$ cat config.mk
export PLATFORM = sky130hd
export DESIGN_NAME = blink_sync_gen
export DESIGN_NICKNAME = d
export VERILOG_FILES = /design/src/rtl/blink_pkg.sv /design/src/rtl/blink_ctrl.sv /design/src/rtl/blink_dp.sv /design/src/rtl/blink_sync_gen.sv
export SDC_FILE = /design/constraint.sdc
export NUM_CORES = 1
export LEC_CHECK = 0
export BUFFER_PORTS_ARGS = -buffer_cell sky130_fd_sc_hd__buf_2
export CORE_MARGIN = 3
export CORE_UTILIZATION = 33
export CTS_BUF_LIST = sky130_fd_sc_hd__clkbuf_8
export DETAILED_ROUTE_END_ITERATION = 10
export SETUP_SLACK_MARGIN = 0.2
export SLEW_MARGIN = 20
export SYNTH_ARGS = -nofsm -noshare
export SYNTH_HDL_FRONTEND = slang
export SYNTH_HIERARCHICAL = 1
export SYNTH_SLANG_ARGS = --single-unit
$ cat constraint.sdc
create_clock -name clk -period 6.22 [get_ports clk]
set_input_delay 1.244 -clock clk [delete_from_list [all_inputs] [get_ports clk]]
set_output_delay 1.244 -clock clk [all_outputs]
set_load 0.05 [all_outputs]
$ cat src/rtl/blink_pkg.sv
package blink_pkg;

  typedef enum logic [1:0] {
    MODE_NONE   = 2'b00,
    MODE_NONE_B = 2'b01,
    MODE_MASTER = 2'b10,
    MODE_SLAVE  = 2'b11
  } syncMode_e;

  typedef struct packed {
    logic step;     // advance phase by one
    logic restart;  // slave sync edge: phase back to zero
    logic load;     // period boundary: commit new codes
  } blinkStrb_t;

endpackage

$ cat src/rtl/blink_ctrl.sv
module blink_ctrl
  import blink_pkg::*;
#(
  parameter int CODE_W      = 8,
  parameter int SYNC_STAGES = 2
) (
  input  logic              clk,
  input  logic              rst_n,
  input  logic              baseTick,
  input  logic [1:0]        syncMode,
  input  logic              clkIn,
  input  logic [CODE_W-1:0] freqAct,
  input  logic              phaseLast,
  output blinkStrb_t        strb,
  output logic              isMaster
);

  localparam int SMSB = SYNC_STAGES - 1;

  syncMode_e        modeSel;
  logic             isSlave;
  logic [SMSB:0]    syncPipe;
  logic             syncPrev;
  logic             syncRise;
  logic [CODE_W-1:0] subCnt;
  logic             subDone;

  assign modeSel  = syncMode_e'(syncMode);
  assign isMaster = (modeSel == MODE_MASTER);
  assign isSlave  = (modeSel == MODE_SLAVE);

  // input synchronizer and edge detector for the shared clock pin
  always_ff @(posedge clk) begin
    if (!rst_n) begin
      syncPipe <= '0;
      syncPrev <= 1'b0;
    end else begin
      syncPipe <= {syncPipe[SMSB-1:0], clkIn};
      syncPrev <= syncPipe[SMSB];
    end
  end

  assign syncRise = syncPipe[SMSB] & ~syncPrev;

  // prescaler: each phase step lasts freqAct+1 base ticks
  assign subDone = (subCnt == freqAct);

  always_ff @(posedge clk) begin
    if (!rst_n) begin
      subCnt <= '0;
    end else if (strb.restart) begin
      subCnt <= '0;
    end else if (baseTick) begin
      subCnt <= subDone ? '0 : subCnt + 1'b1;
    end
  end

  always_comb begin
    strb.restart = isSlave & syncRise;
    strb.step    = baseTick & subDone & ~strb.restart;
    strb.load    = strb.restart | (strb.step & phaseLast);
  end

  // prescaler never runs past the active frequency code
  a_r2_sub_bound: assert property (@(posedge clk) disable iff (!rst_n)
    subCnt <= freqAct);

endmodule

$ cat src/rtl/blink_dp.sv
module blink_dp
  import blink_pkg::*;
#(
  parameter int CODE_W = 8
) (
  input  logic              clk,
  input  logic              rst_n,
  input  blinkStrb_t        strb,
  input  logic [CODE_W-1:0] freqCode,
  input  logic [CODE_W-1:0] dutyCode,
  input  logic              isMaster,
  output logic [CODE_W-1:0] freqAct,
  output logic              phaseLast,
  output logic              blinkOn,
  output logic              clkOut,
  output logic              clkOutEn
);

  localparam logic [CODE_W-1:0] PHASE_MAX = '1;

  logic [CODE_W-1:0] phaseCnt;
  logic [CODE_W-1:0] dutyAct;

  always_ff @(posedge clk) begin
    if (!rst_n) begin
      phaseCnt <= '0;
    end else if (strb.restart) begin
      phaseCnt <= '0;
    end else if (strb.step) begin
      phaseCnt <= phaseCnt + 1'b1;
    end
  end

  always_ff @(posedge clk) begin
    if (!rst_n) begin
      freqAct <= '0;
      dutyAct <= '0;
    end else if (strb.load) begin
      freqAct <= freqCode;
      dutyAct <= dutyCode;
    end
  end

  assign phaseLast = (phaseCnt == PHASE_MAX);
  assign blinkOn   = (phaseCnt < dutyAct);
  assign clkOutEn  = isMaster;
  assign clkOut    = isMaster & phaseCnt[CODE_W-1];

  // committed codes only move on a boundary strobe
  a_r7_codes_hold: assert property (@(posedge clk) disable iff (!rst_n)
    !strb.load |=> ($stable(freqAct) && $stable(dutyAct)));

  // phase is frozen without a step or restart
  a_r9_phase_hold: assert property (@(posedge clk) disable iff (!rst_n)
    (!strb.step && !strb.restart) |=> $stable(phaseCnt));

  // slave restart lands on phase zero
  a_r6_restart_zero: assert property (@(posedge clk) disable iff (!rst_n)
    strb.restart |=> (phaseCnt == '0));

  // a step from the last phase wraps to zero
  a_r2_wrap_zero: assert property (@(posedge clk) disable iff (!rst_n)
    (strb.step && phaseLast && !strb.restart) |=> (phaseCnt == '0));

  // zero duty never opens the gate
  a_r3_duty_zero: assert property (@(posedge clk) disable iff (!rst_n)
    (dutyAct == '0) |-> !blinkOn);

endmodule

$ cat src/rtl/blink_sync_gen.sv
module blink_sync_gen
  import blink_pkg::*;
#(
  parameter int CODE_W      = 8,
  parameter int NUM_CH      = 18,
  parameter int SYNC_STAGES = 2
) (
  input  logic              clk,
  input  logic              rst_n,
  input  logic              baseTick,
  input  logic [CODE_W-1:0] freqCode,
  input  logic [CODE_W-1:0] dutyCode,
  input  logic [1:0]        syncMode,
  input  logic [NUM_CH-1:0] chanEnable,
  input  logic              clkIn,
  output logic              blinkOn,
  output logic              clkOut,
  output logic              clkOutEn,
  output logic [NUM_CH-1:0] gateOut
);

  blinkStrb_t        strb;
  logic              isMaster;
  logic [CODE_W-1:0] freqAct;
  logic              phaseLast;

  blink_ctrl #(.CODE_W(CODE_W), .SYNC_STAGES(SYNC_STAGES)) u_ctrl (
    .clk(clk), .rst_n(rst_n), .baseTick(baseTick), .syncMode(syncMode),
    .clkIn(clkIn), .freqAct(freqAct), .phaseLast(phaseLast),
    .strb(strb), .isMaster(isMaster)
  );

  blink_dp #(.CODE_W(CODE_W)) u_dp (
    .clk(clk), .rst_n(rst_n), .strb(strb), .freqCode(freqCode),
    .dutyCode(dutyCode), .isMaster(isMaster), .freqAct(freqAct),
    .phaseLast(phaseLast), .blinkOn(blinkOn), .clkOut(clkOut),
    .clkOutEn(clkOutEn)
  );

  for (genvar i = 0; i < NUM_CH; i++) begin : g_gate
    assign gateOut[i] = ~chanEnable[i] | blinkOn;
  end

  // a channel without blink enable is always passed
  a_r8_pass_plain: assert property (@(posedge clk) disable iff (!rst_n)
    (gateOut | chanEnable) == '1);

  // no sync role means the pin is neither driven nor high
  a_r5_pin_quiet: assert property (@(posedge clk) disable iff (!rst_n)
    !syncMode[1] |-> (!clkOutEn && !clkOut));

endmodule

==> reports/qor.txt <==
Peak supply drop: 0.149 mV
Core Area: 5200 sq um
CP cell instances: ha_1 -> a21oi_1 -> o21ai_0 -> a21oi_1 -> nand2b_1 -> buf_2
Max transition margin: 0.389
P_leak: 0.935 nW
Clk pwr share: 0.318
Setup violations, final: 0
IO buf count: 60
Antenna viol nets, final: 0
Synthesized flop and latch total: 35
Later-pin clock latency in the skew report: 0.28 ns
Dpl ws: 2.82 ns
Post-route setup slack: 2.50 ns
Boundary Pins: 61
CP Buf/Inv Count: 1
Die Area: 6420 sq um
Antenna cell count: 0
Layout cells sized above 1: 0.273
CP max stage delay: 0.73 ns
Tot GR Track Use: 0.121
Fin crit share: 0.599
Placer Congestion: 0.756
CTS Buf Count: 5
Synth Instances: 196
RSZ-0062 raised after global routing: false
P_int: 0.371 mW
Number of flops mapped to enable cells by yosys: 0
CP required: 4.98 ns
Post-Syn Nets: 245
Switching share of power: 0.323
Drt total wl: 3.71 mm
First-pass GRT wire length: 6.09 mm
Most instantiated library cell after synthesis: dfxtp_1
Synth top area share: 0.387
Via-per-instance ratio: 4.50
Status: completed
Logic pwr share: 0.253
1st-pass router iterations: 4
DRT iter0 DRCs: 60
Min Clock Period, post-route: 3.72 ns
Number of global-route vias before repair: 1319
Fin. Hold Viols: 0
CP max-delay cell: a21oi_1
Die width: 80.1 microns
Dominant cells by area after synthesis: dfxtp_1, mux2i_1, nand2b_1, ha_1, nor2b_1
H-tree depth: 2
Clock Root Buffer: clkbuf_8
Clock sink count: 35
Setup Skew: 0.00109 ns
Post-CTS setup buffer count: 0
NumNets Final: 304
Max cap viols: 0
DP Wirelength: 2.86 mm
Arrival @ worst endpoint: 2.48 ns
GRT Residual Overflow: 0
Number of gates resized after cts: 0
Cell Rows: 26
Least-Margin Pin Slew: 0.916 ns
Post-CTS Hold Buffers: 0
DRC: 0
Cell Pwr Density: 243 nW/um^2
Synth area leader: dfxtp_1
Most used DFF post-synth: dfxtp_1
Min-Delay Path Class: reg -> reg
Net Switching: 0.177 mW
CP top delay family: compound AO/OA/AOI/OAI gates
Worst-path clk slew: 0.07 ns
CP dominant cell by count: a21oi_1
Via Count: 1467
Register share of total power: 0.429
Sequential share of the synthesized area: 0.387
Asr flop ratio synth: 0
Worst Setup End Kind: primary output
Yosys cell types: 26
Die height: 80.1 microns
Pin count of the biggest net entering global routing: 22
Mapped cell area: 1810 sq um
Avg Inst Size Synth: 9.24 sq um
TritonCTS clock tree: done
Overall Power: 0.548 mW
CTS max path bufs: 2
Synth top cells by count: dfxtp_1, nand2b_1, mux2i_1, nor2b_1, xnor2_1
Slew Viols, Final: 0
Initial antenna violation count: 0
Crit path launch type: flop
Crit path max fanout: 19
TNS Setup: 0 ns
Critical path class: reg -> out
Fmax: 269 MHz
Ys Warns: 6
Initial Util: 0.348
Hold Slack: 0.433 ns
Area added between synthesis and finish: 24.4%
WL per Instance: 11.4 microns
[placed cells by master, fill, tap and decap left out]
cell type   n
dfxtp_1    35
xnor2_1    10
or3_1       3
clkbuf_8    7
o21ai_0     4
nand2_1     7
and3_2      1
nor4_4      1
nand4_1     7
buf_2      60
and2_1      5
mux2i_1    18
nand3_1     6
inv_1       9
nor2_1      8
nand4b_1    1
nor2b_1    18
xor2_1      9
nand4_2     1
a21o_1      1
ha_1        9
nor3_1      9
o211ai_1    1
nand2b_1   19
a21oi_1     7
[layout make-up]
class	instances	area, sq um
Clock buffer	7	96.3
Timing Repair Buffer	60	300
Multi-Input combinational cell	145	1040
Inverter	8	30.0
Clock inverter	1	3.75
Tap cell	70	87.6
Sequential cell	35	701
Fill cell	543	2950
[per-stage QoR]
step / instance area [sq um] / std cells / util
2_1_floorplan: 1810 / 196 / -
3_3_place_gp: 2150 / 318 / 0.414
3_5_place_dp: 2150 / 318 / 0.414
4_1_cts: 2250 / 326 / 0.433
5_1_grt: 2250 / 326 / 0.433
6_report: 2250 / 326 / 0.433
[power by group through the flow]
stage / Clock, mW / Sequential (mW) / Combinational (mW)
2_1_floorplan: 0 / 0.238 / 0.107
3_3_place_gp: 0 / 0.240 / 0.139
4_1_cts: 0.185 / 0.235 / 0.140
6_report: 0.174 / 0.235 / 0.138
5_1_grt: 0.194 / 0.235 / 0.149
3_5_place_dp: 0 / 0.240 / 0.140
[metal layers]
layer  track usage  vias up  wire [microns]
met4        0.0372        0              44
met5             0        -               0
met2         0.185       30            1760
li1              -      776               -
met1         0.160      656            1720
met3        0.0437        5             189
[kinds of logic after synthesis]
kind of cell	count (synthesis)	synth area share
xor gates and xnor gates	19	0.0919
and+or+nand+nor	86	0.280
DFF	35	0.387
muxes	18	0.0994
adders and majority gates	9	0.0622
AOI/OAI and AO/OA	13	0.0387
buffers and inverters	16	0.0414
[flip-flops by register name, summed over array words and instances (netlist names)]
signal           count
u_ctrl/syncPrev      1
u_ctrl/syncPipe      2
u_dp/dutyAct         8
u_ctrl/subCnt        8
u_dp/phaseCnt        8
u_dp/freqAct         8
[path summary, 6_finish.rpt]
| kind | from | to | slack (ns) | depth (start not counted) |
|---|---|---|---|---|
| hold / removal | u_ctrl/syncPipe[0]$_SDFF_PN0_ | u_ctrl/syncPipe[1]$_SDFF_PN0_ | 0.43 | 1 |
| hold reg to reg | u_ctrl/syncPipe[0]$_SDFF_PN0_ | u_ctrl/syncPipe[1]$_SDFF_PN0_ | 0.43 | 1 |
| setup reg to reg | u_ctrl/subCnt[7]$_SDFFE_PP0P_ | u_dp/dutyAct[2]$_SDFFE_PN0P_ | 3.75 | 6 |
| setup / recovery | u_dp/phaseCnt[2]$_SDFFE_PP0P_ | gateOut[0] | 2.50 | 6 |
(Power assumes the default switching activity.)
